--- src/rtl/uart8x_rx_pkg.sv ---
package uart8x_rx_pkg;

    localparam int DATA_W = 8;
    localparam int STAT_W = 4;
    localparam int CTRL_W = 2;
    localparam int ADDR_W = 2;

    localparam logic [ADDR_W-1:0] A_DATA   = 2'd0;
    localparam logic [ADDR_W-1:0] A_STATUS = 2'd1;
    localparam logic [ADDR_W-1:0] A_CTRL   = 2'd2;

    typedef enum logic [2:0] {
        S_IDLE,
        S_START,
        S_DATA,
        S_PARITY,
        S_STOP
    } rx_state_e;

    // bit 1 odd, bit 0 enable
    typedef struct packed {
        logic odd;
        logic en;
    } rx_ctrl_t;

    // bit 3 overrun, bit 2 parity, bit 1 framing, bit 0 full
    typedef struct packed {
        logic overrun;
        logic parity_err;
        logic frame_err;
        logic full;
    } rx_status_t;

    typedef struct packed {
        logic [DATA_W-1:0] data;
        logic              frame_err;
        logic              parity_err;
    } rx_frame_t;

    function automatic logic expected_parity(input logic [DATA_W-1:0] d, input logic odd);
        return (^d) ^ odd;
    endfunction

endpackage

--- src/rtl/rx_sync.sv ---
module rx_sync #(
    parameter int STAGES = 2
) (
    input  logic clk,
    input  logic rst,
    input  logic din,
    output logic dout
);
    logic [STAGES-1:0] chain_q;

    always_ff @(posedge clk) begin
        if (rst) chain_q <= '1;
        else     chain_q <= {chain_q[STAGES-2:0], din};
    end

    assign dout = chain_q[STAGES-1];
endmodule

--- src/rtl/rx_framer.sv ---
module rx_framer
    import uart8x_rx_pkg::*;
#(
    parameter int OVS = 8
) (
    input  logic      clk,
    input  logic      rst,
    input  logic      tick,
    input  logic      rx,
    input  rx_ctrl_t  ctrl,
    output logic      done_o,
    output rx_frame_t frame_o
);
    localparam int CW   = $clog2(OVS);
    localparam int BW   = $clog2(DATA_W);
    localparam int HALF = OVS / 2;

    localparam logic [CW-1:0] CNT_LAST = CW'(OVS - 1);
    localparam logic [CW-1:0] CNT_MID  = CW'(HALF - 1);
    localparam logic [BW-1:0] BIT_LAST = BW'(DATA_W - 1);

    rx_state_e         state_q;
    logic [CW-1:0]     cnt_q;
    logic [BW-1:0]     bit_q;
    logic [DATA_W-1:0] sh_q;
    logic              perr_q;
    logic              fe_q;
    logic              done_q;

    always_ff @(posedge clk) begin
        if (rst) begin
            state_q <= S_IDLE;
            cnt_q   <= '0;
            bit_q   <= '0;
            sh_q    <= '0;
            perr_q  <= 1'b0;
            fe_q    <= 1'b0;
            done_q  <= 1'b0;
        end else begin
            done_q <= 1'b0;
            if (tick) begin
                unique case (state_q)
                    S_IDLE: begin
                        if (!rx) begin
                            state_q <= S_START;
                            cnt_q   <= '0;
                        end
                    end
                    S_START: begin
                        if (cnt_q == CNT_MID) begin
                            cnt_q <= '0;
                            if (!rx) begin
                                state_q <= S_DATA;
                                bit_q   <= '0;
                                perr_q  <= 1'b0;
                            end else begin
                                state_q <= S_IDLE;
                            end
                        end else begin
                            cnt_q <= cnt_q + 1'b1;
                        end
                    end
                    S_DATA: begin
                        if (cnt_q == CNT_LAST) begin
                            cnt_q <= '0;
                            sh_q  <= {rx, sh_q[DATA_W-1:1]};
                            if (bit_q == BIT_LAST) state_q <= ctrl.en ? S_PARITY : S_STOP;
                            else                   bit_q   <= bit_q + 1'b1;
                        end else begin
                            cnt_q <= cnt_q + 1'b1;
                        end
                    end
                    S_PARITY: begin
                        if (cnt_q == CNT_LAST) begin
                            cnt_q   <= '0;
                            perr_q  <= (rx != expected_parity(sh_q, ctrl.odd));
                            state_q <= S_STOP;
                        end else begin
                            cnt_q <= cnt_q + 1'b1;
                        end
                    end
                    S_STOP: begin
                        if (cnt_q == CNT_LAST) begin
                            cnt_q   <= '0;
                            fe_q    <= !rx;
                            done_q  <= 1'b1;
                            state_q <= S_IDLE;
                        end else begin
                            cnt_q <= cnt_q + 1'b1;
                        end
                    end
                    default: state_q <= S_IDLE;
                endcase
            end
        end
    end

    assign done_o  = done_q;
    assign frame_o = '{data: sh_q, frame_err: fe_q, parity_err: perr_q};

    // a high line at the start check sends the framer back to idle
    p_start_reject_r9: assert property (@(posedge clk) disable iff (rst)
        (state_q == S_START && tick && cnt_q == CNT_MID && rx) |=> (state_q == S_IDLE && !done_o));

    // a low stop sample yields a completed frame flagged with a framing error
    p_stop_low_r6: assert property (@(posedge clk) disable iff (rst)
        (state_q == S_STOP && tick && cnt_q == CNT_LAST && !rx) |=> (done_o && frame_o.frame_err));

    // completion is a single-cycle pulse
    p_done_single_r2: assert property (@(posedge clk) disable iff (rst)
        done_o |=> !done_o);
endmodule

--- src/rtl/rx_regs.sv ---
module rx_regs
    import uart8x_rx_pkg::*;
(
    input  logic              clk,
    input  logic              rst,
    input  logic              done,
    input  rx_frame_t         frame,
    input  logic              sel,
    input  logic              wr,
    input  logic [ADDR_W-1:0] addr,
    input  logic [CTRL_W-1:0] wdata,
    output logic [DATA_W-1:0] rdata,
    output rx_ctrl_t          ctrl,
    output logic              irq
);
    logic [DATA_W-1:0] data_q;
    rx_status_t        st_q;
    rx_ctrl_t          ctrl_q;

    logic rd_data, rd_status, wr_ctrl;
    assign rd_data   = sel && !wr && addr == A_DATA;
    assign rd_status = sel && !wr && addr == A_STATUS;
    assign wr_ctrl   = sel &&  wr && addr == A_CTRL;

    always_ff @(posedge clk) begin
        if (rst) begin
            data_q <= '0;
            st_q   <= '0;
            ctrl_q <= '0;
        end else begin
            if (wr_ctrl) ctrl_q <= rx_ctrl_t'(wdata);
            if (done) begin
                if (!st_q.full || rd_data) data_q <= frame.data;
                st_q.full       <= 1'b1;
                st_q.overrun    <= (st_q.full && !rd_data) || (st_q.overrun && !rd_status);
                st_q.frame_err  <= frame.frame_err  || (st_q.frame_err  && !rd_status);
                st_q.parity_err <= frame.parity_err || (st_q.parity_err && !rd_status);
            end else begin
                if (rd_data) st_q.full <= 1'b0;
                if (rd_status) begin
                    st_q.overrun    <= 1'b0;
                    st_q.frame_err  <= 1'b0;
                    st_q.parity_err <= 1'b0;
                end
            end
        end
    end

    always_comb begin
        rdata = '0;
        unique case (addr)
            A_DATA:   rdata = data_q;
            A_STATUS: rdata = DATA_W'(st_q);
            A_CTRL:   rdata = DATA_W'(ctrl_q);
            default:  rdata = '0;
        endcase
    end

    assign ctrl = ctrl_q;
    assign irq  = st_q.full;

    // nothing but a data read empties the full flag
    p_full_hold_r4: assert property (@(posedge clk) disable iff (rst)
        (st_q.full && !rd_data) |=> st_q.full);

    // a status read with no completing frame leaves all error flags clear
    p_status_clear_r5: assert property (@(posedge clk) disable iff (rst)
        (rd_status && !done) |=> (!st_q.overrun && !st_q.parity_err && !st_q.frame_err));

    // a frame landing on a full register flags overrun and keeps the old byte
    p_overrun_keep_r8: assert property (@(posedge clk) disable iff (rst)
        (done && st_q.full && !rd_data) |=> (st_q.overrun && $stable(data_q)));

    // interrupt is never high without the full flag
    p_irq_full_r3: assert property (@(posedge clk) disable iff (rst)
        irq |-> (rdata != 8'h00 || addr != A_STATUS));
endmodule

--- src/rtl/uart8x_rx.sv ---
module uart8x_rx
    import uart8x_rx_pkg::*;
#(
    parameter int OVS         = 8,
    parameter int SYNC_STAGES = 2
) (
    input  logic        clk,
    input  logic        rst,
    input  logic        baud_tick,
    input  logic        rxd,
    input  logic        bus_sel,
    input  logic        bus_wr,
    input  logic [1:0]  bus_addr,
    input  logic [1:0]  bus_wdata,
    output logic [7:0]  bus_rdata,
    output logic        irq
);
    logic      rx_s;
    logic      done;
    rx_frame_t frame;
    rx_ctrl_t  ctrl;

    rx_sync #(.STAGES(SYNC_STAGES)) u_sync (
        .clk  (clk),
        .rst  (rst),
        .din  (rxd),
        .dout (rx_s)
    );

    rx_framer #(.OVS(OVS)) u_framer (
        .clk     (clk),
        .rst     (rst),
        .tick    (baud_tick),
        .rx      (rx_s),
        .ctrl    (ctrl),
        .done_o  (done),
        .frame_o (frame)
    );

    rx_regs u_regs (
        .clk   (clk),
        .rst   (rst),
        .done  (done),
        .frame (frame),
        .sel   (bus_sel),
        .wr    (bus_wr),
        .addr  (bus_addr),
        .wdata (bus_wdata),
        .rdata (bus_rdata),
        .ctrl  (ctrl),
        .irq   (irq)
    );
endmodule

--- config.mk ---
export PLATFORM = sky130hd
export DESIGN_NAME = uart8x_rx
export DESIGN_NICKNAME = d
export VERILOG_FILES = /design/src/rtl/uart8x_rx_pkg.sv /design/src/rtl/rx_sync.sv /design/src/rtl/rx_framer.sv /design/src/rtl/rx_regs.sv /design/src/rtl/uart8x_rx.sv
export SDC_FILE = /design/constraint.sdc
export NUM_CORES = 1
export LEC_CHECK = 0
export ABC_AREA = 1
export BUFFER_PORTS_ARGS = -buffer_cell sky130_fd_sc_hd__clkbuf_2
export CELL_PAD_IN_SITES_DETAIL_PLACEMENT = 1
export CELL_PAD_IN_SITES_GLOBAL_PLACEMENT = 2
export CORE_MARGIN = 2
export CORE_UTILIZATION = 35
export CTS_CLUSTER_DIAMETER = 80
export DETAILED_ROUTE_END_ITERATION = 8
export PLACE_DENSITY = 0.92
export SKIP_LAST_GASP = 1
export SLEW_MARGIN = 10
export SYNTH_ARGS = -nofsm -noshare
export SYNTH_HDL_FRONTEND = slang
export SYNTH_SLANG_ARGS = --single-unit
--- constraint.sdc ---
create_clock -name clk -period 3.25 [get_ports clk]
set_clock_uncertainty 0.2 [all_clocks]
set_input_delay 0.1625 -clock clk [delete_from_list [all_inputs] [get_ports clk]]
set_output_delay 0.1625 -clock clk [all_outputs]
set_load 0.1 [all_outputs]
==> summary.md, run 1 <==
| Metric | Value |
|---|---|
| Outcome | `finished clean` |
| Setup Viol. Count Final | `0` |
| Critical path depth | `3` |
| Chip Width | `77.0 um` |
| Setup crit end kind | `primary output` |
| Period utilization | `54.1%` |
| Core footprint | `5140 sq um` |
| CP Cell Sequence | `inv_1 -> o211ai_1 -> clkbuf_2` |
| I/O pin cnt | `19` |
| Final Critical Period | `~1.8 ns` |
| P&R area growth vs syn | `15.1%` |
| Routed wire length | `4570 um` |
| Mean post-synth cell area | `around 7 sq um` |
| WL/cell | `12.8 um` |
| # rows | `26` |
| Nets | `301` |
| Relative slew slack | `about 60%` |
| Power Density | `602 nW/um^2` |
| HPWL after DPL | `around 3500 um` |
| Post-synth top area share | `38.6%` |
| Final Slew Violations | `0` |
| First-pass GRT wire length | `7780 um` |
| M3 GR Usage | `between 3 and 4%` |
| Crit start category | `register` |
| Clock transition at the registers of the reported paths | `0.07 ns` |
| DIE HEIGHT | `77.0 um` |
| Antenna-violating nets left | `0` |
| Commonest cells after routing, fill and taps aside | `nand2_1 (54), dfxtp_1 (36), a21oi_1 (34)` |
| Worst reg2reg path startpoint | `u_framer.cnt_q[1]` |
| Full die area | `5930 sq um` |
| Gr ovfl total | `0` |
| Slowest cell on crit path | `clkbuf_2` |
| Yosys warnings | `0` |
| Initial DRT Pass Iterations | `4` |
| WS Path Type | `register to primary output` |
| Vias | `around 1700` |
| Fin util | `41.8%` |
| Grt met2 use | `25.4%` |
| Hold Crit Class | `input pin to register` |
| Critical Path Fanout Max | `4` |
| Initial antenna violation count | `0` |
| Seq/Total Area, Yosys | `38.6%` |
| Largest net degree at the start of global routing | `23` |
| Max VDD drop | `around 0.28 mV` |
| CP max stage delay | `0.48 ns` |
| Commonest non-fill, non-tap cell in the layout | `nand2_1` |
| Mapped Cells | `263` |
| GR peak layer | `met2` |
| Buffers on Ports | `18` |
| Yosys reg bits | `36` |
| RSZ-0062 raised after global routing | `no` |
| GPL Wtd Cong | `a little under 0.8` |
| Setup TNS | `0 ns` |
| Clock buffer depth | `2` |
| # clock sinks | `36` |
| Count of cell types in the netlist | `31` |
| Area leader, netlist | `dfxtp_1` |
| Gr usage total | `~16%` |
| Max frequency | `569 MHz` |
| Hold path startpoint | `bus_wr` |
| CP bufs+invs | `2` |
| Hold path endpoint | `u_regs.ctrl[0]` |
| Syn Nets | `279` |
| Number of setup buffers added after CTS | `0` |
| Clk_lat worst skew | `0.29 ns` |
| Worst-Margin Slew | `0.595 ns` |
| Worst R2R End | `u_framer.sh_q[1]` |
| Htree depth | `2` |
| Synth area leaders | `dfxtp_1 (39%), nand2_1 (11%), a21oi_1 (9.1%)` |
| DRC | `0` |
| CP top delay family | `buffers and inverters` |
| LEAKAGE | `0.908 nW` |
| Share of cells above drive strength 1 | `16.1%` |
| CP arrival | `1.40 ns` |
| Root buffer cell | `clkbuf_8` |
| R2R setup slack | `1.52 ns` |
| Synth Cell Area | `around 1900 sq um` |
| DRT iter0 DRCs | `80` |
| CTS buffer count | `5` |
| Via density | `4.66` |
| Fillcell total | `672` |
| Worst r2r path cells | `7` |
| Initial Util | `36.3%` |
| N_diodes | `0` |
| Vias in the first global route | `roughly 1600` |
| Max-cap violations | `0` |
| Hold depth | `3` |
| Met1 Use GR | `23.0%` |
| TritonCTS clock tree | `built` |
| Critical path required time | `2.89 ns` |
| Fin. Hold Viols | `0` |
worst max path at each step:
| stage | start | end | slack (ns) |
|---|---|---|---|
| after global routing | u_framer.cnt_q[1] | u_framer.sh_q[1] | 1.36 |
| after global placement | u_framer.cnt_q[0] | u_framer.state_q[0] | 1.56 |
| after detailed placement | u_framer.cnt_q[1] | u_framer.state_q[1] | 1.52 |
| after floorplan | u_regs.irq | bus_rdata[0] | 0.97 |
| final | u_regs.ctrl[1] | bus_rdata[1] | 1.49 |
| after CTS | u_regs.ctrl[1] | bus_rdata[1] | 1.49 |
Yosys cell counts, drive strengths merged:
library cell  count
o211ai            2
ha                6
a31oi             1
xor2              3
inv              39
o21bai            2
a21oi            35
nand3            19
nand2            59
nor2             23
a22o              2
nand3b            2
o21ai            19
xnor2             2
buf               3
clkbuf            3
and2              1
dfxtp            36
nand4             4
or2               2
routing by layer:
| metal | up-vias | wire (um) | part of all wire, % |
|---|---|---|---|
| met5 | - | 0 | 0 |
| met4 | 0 | 44 | 0.96 |
| met3 | 4 | 106 | 2.3 |
| met2 | 20 | 1940 | 42 |
| met1 | 744 | 2480 | 54 |
| li1 | 891 | - | - |
area by class of cell:
class / count / area, sq um / area share (%)
Sequential cell: 36 / 721 / 33.5
Inverter: 39 / 149 / 6.93
Multi-Input combinational cell: 182 / 960 / 44.7
Clock buffer: 5 / 68.8 / 3.20
Clock inverter: 3 / 42.5 / 1.98
Tap cell: 70 / 87.6 / 4.08
Timing Repair Buffer: 21 / 120 / 5.59
per-stage QoR:
stage                     cells  power, mW  instance area [sq um]  hold WS [ns]  setup slack [ns]
after floorplan             263      0.828                   1870        0.0316             0.974
after global placement      345      0.902                   2010         0.149              1.56
after detailed placement    345      0.906                   2010         0.155              1.52
after CTS                   356       1.30                   2150        0.0476              1.49
after global routing        356       1.38                   2150        0.0884              1.36
final                       356       1.29                   2150        0.0530              1.49
registers in the layout (all words and copies together) (netlist names):
| signal | count |
|---|---|
| u_framer.cnt_q | 3 |
| u_regs.data_q | 8 |
| u_framer.fe_q | 1 |
| u_framer.state_q | 3 |
| u_regs.st_q | 3 |
| u_framer.done_o | 1 |
| u_regs.irq | 1 |
| u_regs.ctrl | 2 |
| u_framer.perr_q | 1 |
| u_sync.chain_q | 2 |
| u_framer.bit_q | 3 |
| u_framer.sh_q | 8 |
timing repair:
action | in CTS | in global routing
hold buffers | 3 | 0
hold endpoints to repair | 3 | 0
resized for setup | 0 | 0
power by group:
part / switching, mW / internal, mW
clock network: 0.165 / 0.227
logic: 0.263 / 0.124
registers: 0.0441 / 0.470
total: 0.472 / 0.821
worst reg2reg max path, delay by kind of cell, from the launching register on:
| family | cells | cell delay, ns |
|---|---|---|
| adders and majority gates | 2 | 0.39 |
| and+or+nand+nor | 2 | 0.25 |
| DFF | 1 | 0.34 |
| buffers and inverters | 1 | 0.15 |
| AOI/OAI and AO/OA | 2 | 0.28 |
cells by family (layout without fill, tap and decap cells):
| logic type | Yosys count | after routing | share of synthesized area, % |
|---|---|---|---|
| buf+inv | 45 | 68 | 9.99 |
| simple gates | 110 | 110 | 26.9 |
| fa+ha+maj | 6 | 6 | 4.02 |
| xor+xnor | 5 | 5 | 2.35 |
| flops | 36 | 36 | 38.6 |
| compound gates | 61 | 61 | 18.2 |
Power figures use the tool's default switching activity.
==> run 2: changes to the inputs <==
--- a/config.mk
+++ b/config.mk
@@ -10,10 +10,10 @@
 export CELL_PAD_IN_SITES_DETAIL_PLACEMENT = 1
 export CELL_PAD_IN_SITES_GLOBAL_PLACEMENT = 2
 export CORE_MARGIN = 2
-export CORE_UTILIZATION = 35
+export CORE_UTILIZATION = 33
 export CTS_CLUSTER_DIAMETER = 80
 export DETAILED_ROUTE_END_ITERATION = 8
-export PLACE_DENSITY = 0.92
+export PLACE_DENSITY = 0.88
 export SKIP_LAST_GASP = 1
 export SLEW_MARGIN = 10
 export SYNTH_ARGS = -nofsm -noshare
==> constraint.sdc (replaced) <==
create_clock -name clk -period 1.8 [get_ports clk]
set_clock_uncertainty 0.2 [all_clocks]
set_input_delay 0.09 -clock clk [delete_from_list [all_inputs] [get_ports clk]]
set_output_delay 0.09 -clock clk [all_outputs]
set_load 0.1 [all_outputs]
==> run 2 against run 1 <==
  * Flip-flop and latch count unchanged
  * Count of clock-buffer cells in the layout increased by 2
  * Critical path depth increased by 7
  * Utilization decreased by 0.62 points
  * Register-to-register slack got worse by 1.4 ns
  * Largest power group unchanged
  * Critical endpoint is now u_framer.perr_q
  * Hold slack got worse by 0.0083 ns
  * Global-route usage increased by 0.92 points
==> summary.md, run 2 (synthesis gave the netlist of run 1 again) <==
| Metric | Value |
|---|---|
| TritonCTS clock tree | `built` |
| Initial antenna violation count | `0 (unchanged)` |
| Hold Crit Class | `input pin to register` |
| Routed wire length | `5000 um (+9.5%)` |
| Power Density | `1030 nW/um^2 (+72%)` |
| DP Worst Slack | `0.0567 ns (-1.46 ns)` |
| Root buffer cell | `clkbuf_8` |
| Vias in the first global route | `1769 (+7.5%)` |
| Fin Hold WS | `0.0447 ns (-0.00831 ns)` |
| Hold depth | `4 (+1)` |
| P&R area growth vs syn | `20.7%` |
| Buffers on Ports | `18 (unchanged)` |
| Final Critical Period | `between 1.5 and 2 ns` |
| Hold path startpoint | `bus_sel` |
| Max-cap violations | `0 (unchanged)` |
| HPWL after DPL | `3770 um (+8.2%)` |
| Final setup margin | `0.132 ns (-1.36 ns)` |
| Commonest non-fill, non-tap cell in the layout | `nand2_1` |
| Setup Viol. Count Final | `0 (unchanged)` |
| CP arrival | `1.70 ns (+0.30 ns)` |
| Worst reg2reg path startpoint | `u_framer.cnt_q[1]` |
| Period utilization | `92.7%` |
| Initial Util | `34.1% (-2.2 points)` |
| Hold path endpoint | `u_regs.st_q[3]` |
| # clock sinks | `36 (unchanged)` |
| Clock transition at the registers of the reported paths | `0.07 ns (about the same)` |
| I/O pin cnt | `19 (unchanged)` |
| Max VDD drop | `0.368 mV (+33%)` |
| Clk_lat worst skew | `0.29 ns (about the same)` |
| WL/cell | `13.6 um (+6.2%)` |
| R2R setup slack | `0.13 ns (-1.39 ns)` |
| DRC | `0 (unchanged)` |
| Via density | `4.73 (+1.5%)` |
| Critical path required time | `1.83 ns (-1.06 ns)` |
| First-pass GRT wire length | `8480 um (+9.1%)` |
| Commonest cells after routing, fill and taps aside | `nand2_1 (53), a21oi_1 (34), dfxtp_1 (32)` |
| DRT iter0 DRCs | `60 (-25%)` |
| Design area | `2250 sq um (+4.9%)` |
| Share of cells above drive strength 1 | `22.7% (+6.6 points)` |
| Vias | `1736 (+4.6%)` |
| Gr usage total | `17.4% (+0.92 points)` |
| Worst R2R End | `u_framer.perr_q` |
| Antenna-violating nets left | `0 (unchanged)` |
| Core footprint | `5470 sq um (+6.5%)` |
| GPL Wtd Cong | `0.765 (-2.4%)` |
| Full die area | `6270 sq um (+5.7%)` |
| Htree depth | `2 (unchanged)` |
| Fillcell total | `706 (+5.1%)` |
| Chip Width | `79.2 um (+2.8%)` |
| N_diodes | `0 (unchanged)` |
| Initial DRT Pass Iterations | `4 (unchanged)` |
| Max frequency | `600 MHz` |
| Area after DPL | `2080 sq um (+3.6%)` |
| LEAKAGE | `0.955 nW (+5.2%)` |
| Setup crit end kind | `register` |
| Final Slew Violations | `0 (unchanged)` |
| Largest net degree at the start of global routing | `23 (unchanged)` |
| Crit start category | `register` |
| Leading registers by flop count | `u_framer.sh_q: 8 flops, u_regs.data_q: 8 flops` |
| Gr ovfl total | `0 (unchanged)` |
| Nets | `311 (+3.3%)` |
| Critical Path Fanout Max | `3 (-1)` |
| RSZ-0062 raised after global routing | `yes` |
| WS Path Type | `register to register` |
| CTS buffer count | `5 (unchanged)` |
| Fin. Hold Viols | `0 (unchanged)` |
| FF/Latch Area | `726 sq um (+0.69%)` |
| Fin util | `41.2% (-0.62 points)` |
| Worst r2r path cells | `10 (+3)` |
| Clock buffer depth | `2 (unchanged)` |
| Outcome | `finished clean` |
| # rows | `27 (+3.8%)` |
| DIE HEIGHT | `79.2 um (+2.8%)` |
| Relative slew slack | `64.2% (+4.0 points)` |
| Worst-Margin Slew | `0.539 ns (-0.0567 ns)` |
| Multi-input logic area | `980 sq um (+2.1%)` |
==> run 2: repair_timing <==
item	in CTS	in global routing
setup buffers	0	1
endpoints found under the setup margin	0	7
endpoints found under the hold margin	5	0
gates resized for setup	0	8
hold buffers	6	0
==> run 2: area by class of cell <==
cell class | instances | area share [%]
clock buffer | 7 | 4.28
inverter | 39 | 6.61
multi-input combinational | 182 | 43.5
sequential | 36 | 32.2
tap | 72 | 4.00
timing repair buffer | 31 | 9.44
==> run 2: metal layers <==
layer / wire length (um) / GRT usage (%)
met1: 2520 / 22.4
met2: 2260 / 29.2
met3: 151 / 3.75
met4: 65 / 5.17
met5: 0 / 0
==> run 2: worst max-delay path by stage <==
stage | startpoint | end | cells after the start
2_1_floorplan | u_regs.ctrl[1] | bus_rdata[1] | 2
3_3_place_gp | u_framer.cnt_q[0] | u_framer.state_q[1] | 8
3_5_place_dp | u_framer.cnt_q[1] | u_framer.state_q[0] | 9
4_1_cts | u_framer.cnt_q[1] | u_framer.perr_q | 9
5_1_grt | u_framer.cnt_q[1] | u_framer.perr_q | 10
6_report | u_framer.cnt_q[1] | u_framer.perr_q | 10
==> run 2: report_power, final <==
group | total [mW] | internal (mW) | switching, mW
clock network | 0.635 | 0.341 | 0.294
registers | 0.905 | 0.850 | 0.0544
logic | 0.790 | 0.260 | 0.530
total | 2.33 | 1.45 | 0.879
==> run 2: through the flow <==
stage	total power, mW	cells	TNS, ns
CTS	2.34	366	0
global placement	1.68	353	0
detailed placement	1.69	353	0
floorplan	1.50	263	-0.634
global route	2.50	367	-0.0174
finish	2.33	367	0
==> run 2: worst max-delay path, stage by stage (launching register included) <==
cell,delay [ns]
dfxtp_1,0.35
ha_2,0.20
ha_2,0.20
inv_1,0.10
nand2_2,0.10
nand3_2,0.11
nor2_2,0.13
inv_1,0.05
nand2_1,0.06
nand2_1,0.04
nor2_1,0.09
==> run 3: changes to the inputs <==
--- a/config.mk
+++ b/config.mk
@@ -14,6 +14,8 @@
 export CTS_CLUSTER_DIAMETER = 80
 export DETAILED_ROUTE_END_ITERATION = 8
 export PLACE_DENSITY = 0.88
+export RECOVER_POWER = 25
+export SETUP_SLACK_MARGIN = 0.2
 export SKIP_LAST_GASP = 1
 export SLEW_MARGIN = 10
 export SYNTH_ARGS = -nofsm -noshare
==> run 3 against run 2 <==
  * Count of clock-buffer cells in the layout unchanged
  * First-iteration DRC count is 3.3% lower
  * Sequential share of layout area decreased by 1.4 points
  * Largest cell class unchanged
  * Critical path depth shrank 1
  * Utilization increased by 2.4 points
  * Final cell count up 0.54%
  * Critical endpoint unchanged
  * Non-clock buffer count increased by 2
==> summary.md, run 3 (synthesis gave the netlist of run 1 again) <==
| Metric | Value |
|---|---|
| # clock sinks | `36 (unchanged)` |
| Clk_lat worst skew | `0.29 ns (about the same)` |
| Chip Width | `79.2 um (unchanged)` |
| CP bufs+invs | `1 (-1)` |
| Htree depth | `2 (unchanged)` |
| Power Density | `1060 nW/um^2 (+2.6%)` |
| # rows | `27 (unchanged)` |
| Root buffer cell | `clkbuf_8` |
| Share of cells above drive strength 1 | `30.3% (+7.6 points)` |
| Initial DRT Pass Iterations | `4 (unchanged)` |
| Period utilization | `90.6% (-2.1 points)` |
| Max frequency | `613 MHz (+2.3%)` |
| N_diodes | `0 (unchanged)` |
| Fin Hold WS | `0.0459 ns (+0.00117 ns)` |
| LEAKAGE | `0.985 nW (+3.2%)` |
| Core footprint | `5470 sq um (unchanged)` |
| Area after DPL | `2080 sq um (unchanged)` |
| CTS buffer count | `5 (unchanged)` |
| Via density | `4.83 (+2.0%)` |
| Buffers on Ports | `18 (unchanged)` |
| Vias | `1781 (+2.6%)` |
| Commonest cells after routing, fill and taps aside | `nand2_1 (51), a21oi_1 (29), dfxtp_1 (27)` |
| Largest net degree at the start of global routing | `23 (unchanged)` |
| Routed wire length | `5260 um (+5.2%)` |
| Hold Crit Class | `input pin to register` |
| Critical Path Fanout Max | `3 (unchanged)` |
| Multi-input logic area | `1090 sq um (+11%)` |
| P&R area growth vs syn | `27.6%` |
| Design area | `2380 sq um (+5.7%)` |
| Commonest non-fill, non-tap cell in the layout | `nand2_1` |
| Initial antenna violation count | `0 (unchanged)` |
| Final Critical Period | `1.63 ns (-0.0371 ns)` |
| Clock buffer depth | `2 (unchanged)` |
| CP arrival | `1.62 ns (-0.08 ns)` |
| CP max stage delay | `0.36 ns (about the same)` |
| Nets | `313 (+0.64%)` |
| FF/Latch Area | `734 sq um (+1.2%)` |
| Clock transition at the registers of the reported paths | `0.07 ns (about the same)` |
| DIE HEIGHT | `79.2 um (unchanged)` |
| Cells after DPL | `353 (unchanged)` |
| Relative slew slack | `50.9% (-13 points)` |
| Critical path required time | `1.79 ns (-0.04 ns)` |
| Full die area | `6270 sq um (unchanged)` |
| I/O pin cnt | `19 (unchanged)` |
| Fin util | `43.5% (+2.4 points)` |
| Worst-Margin Slew | `0.736 ns (+0.198 ns)` |
| Gr ovfl total | `0 (unchanged)` |
| Antenna-violating nets left | `0 (unchanged)` |
| Setup crit end kind | `register` |
| Max-cap violations | `0 (unchanged)` |
| GPL Wtd Cong | `0.765 (unchanged)` |
| WS Path Type | `register to register` |
| WL/cell | `14.3 um (+4.6%)` |
| CP Cell Sequence | `ha_4 -> ha_4 -> inv_2 -> nand2_2 -> nand3_4 -> nor2_4 -> nand2_1 -> nor2_1 -> nor2_1` |
| HPWL after DPL | `3770 um (unchanged)` |
| Fillcell total | `691 (-2.1%)` |
| Vias in the first global route | `1826 (+3.2%)` |
| Slowest cell on crit path | `dfxtp_2` |
| Leading registers by flop count | `u_framer.sh_q: 8 flops, u_regs.data_q: 8 flops` |
| Fin. Hold Viols | `0 (unchanged)` |
| First-pass GRT wire length | `8800 um (+3.8%)` |
| Final Slew Violations | `0 (unchanged)` |
| Gr usage total | `18.1% (+0.67 points)` |
| Crit start category | `register` |
| Initial Util | `34.1% (unchanged)` |
| Final std cells w/o fill | `369 (+0.54%)` |
| Outcome | `finished clean` |
| Setup Viol. Count Final | `0 (unchanged)` |
| Total power | `2.53 mW (+8.4%)` |
| Max VDD drop | `0.394 mV (+7.0%)` |
| DRT iter0 DRCs | `58 (-3.3%)` |
| CP top delay family | `simple AND/OR/NAND/NOR gates` |
| RSZ-0062 raised after global routing | `yes` |
| DRC | `0 (unchanged)` |
| TritonCTS clock tree | `built` |
## run 3: cell count changes in the layout (fill, tap and decap cells not counted), sizes merged
cell    delta
clkbuf     +3
clkinv     +1
buf        -1
inv        -1
## run 3: tightest hold or removal path, stage by stage
cell,delay (ns)
clkbuf_2,0.10
nand3_1,0.15
nand2_1,0.09
a21oi_1,0.06
## run 3: report_power, final
group	leakage [nW]	switching (mW)	internal, mW
Clock	0.0503	0.293	0.341
Combinational	0.640	0.643	0.321
Sequential	0.296	0.0666	0.862
## run 3: cell type report
cell class	instances	area share, %
Multi-Input combinational cell	182	45.6
Sequential cell	36	30.8
Timing Repair Buffer	33	9.19
Inverter	39	6.57
Clock buffer	7	4.04
Tap cell	72	3.78
## run 3: through the flow
stage / setup TNS (ns) / worst slack (ns)
2_1_floorplan: -0.634 / -0.317
3_3_place_gp: 0 / 0.126
3_5_place_dp: 0 / 0.0567
4_1_cts: 0 / 0.184
5_1_grt: 0 / 0.0592
6_report: 0 / 0.169
## run 3: timing repair
| action | 4_1_cts | 5_1_grt |
|---|---|---|
| pin swaps | 9 | 7 |
| hold endpoints to repair | 6 | 0 |
| setup endpoints to repair | 16 | 14 |
| hold buffers | 6 | 0 |
| resized for setup | 26 | 18 |
| cloned | 0 | 0 |
| buffers inserted | 2 | 1 |
## run 3: path summary, 6_finish.rpt
kind | depth (start not counted) | start | slack [ns] | to
min | 4 | bus_sel | 0.05 | u_regs.st_q[3]
min reg2reg | 1 | u_sync.chain_q[0] | 0.22 | u_sync.chain_q[1]
max reg2reg | 9 | u_framer.cnt_q[0] | 0.17 | u_framer.perr_q
max | 9 | u_framer.cnt_q[0] | 0.17 | u_framer.perr_q
## run 3: routing by layer
layer / share of wire, % / GRT usage [%] / vias to the layer above
met1: 49 / 23.0 / 829
met2: 47 / 30.8 / 25
met4: 1.3 / 5.17 / 0
li1: - / - / 921
met3: 2.5 / 3.75 / 6
met5: 0 / 0 / -
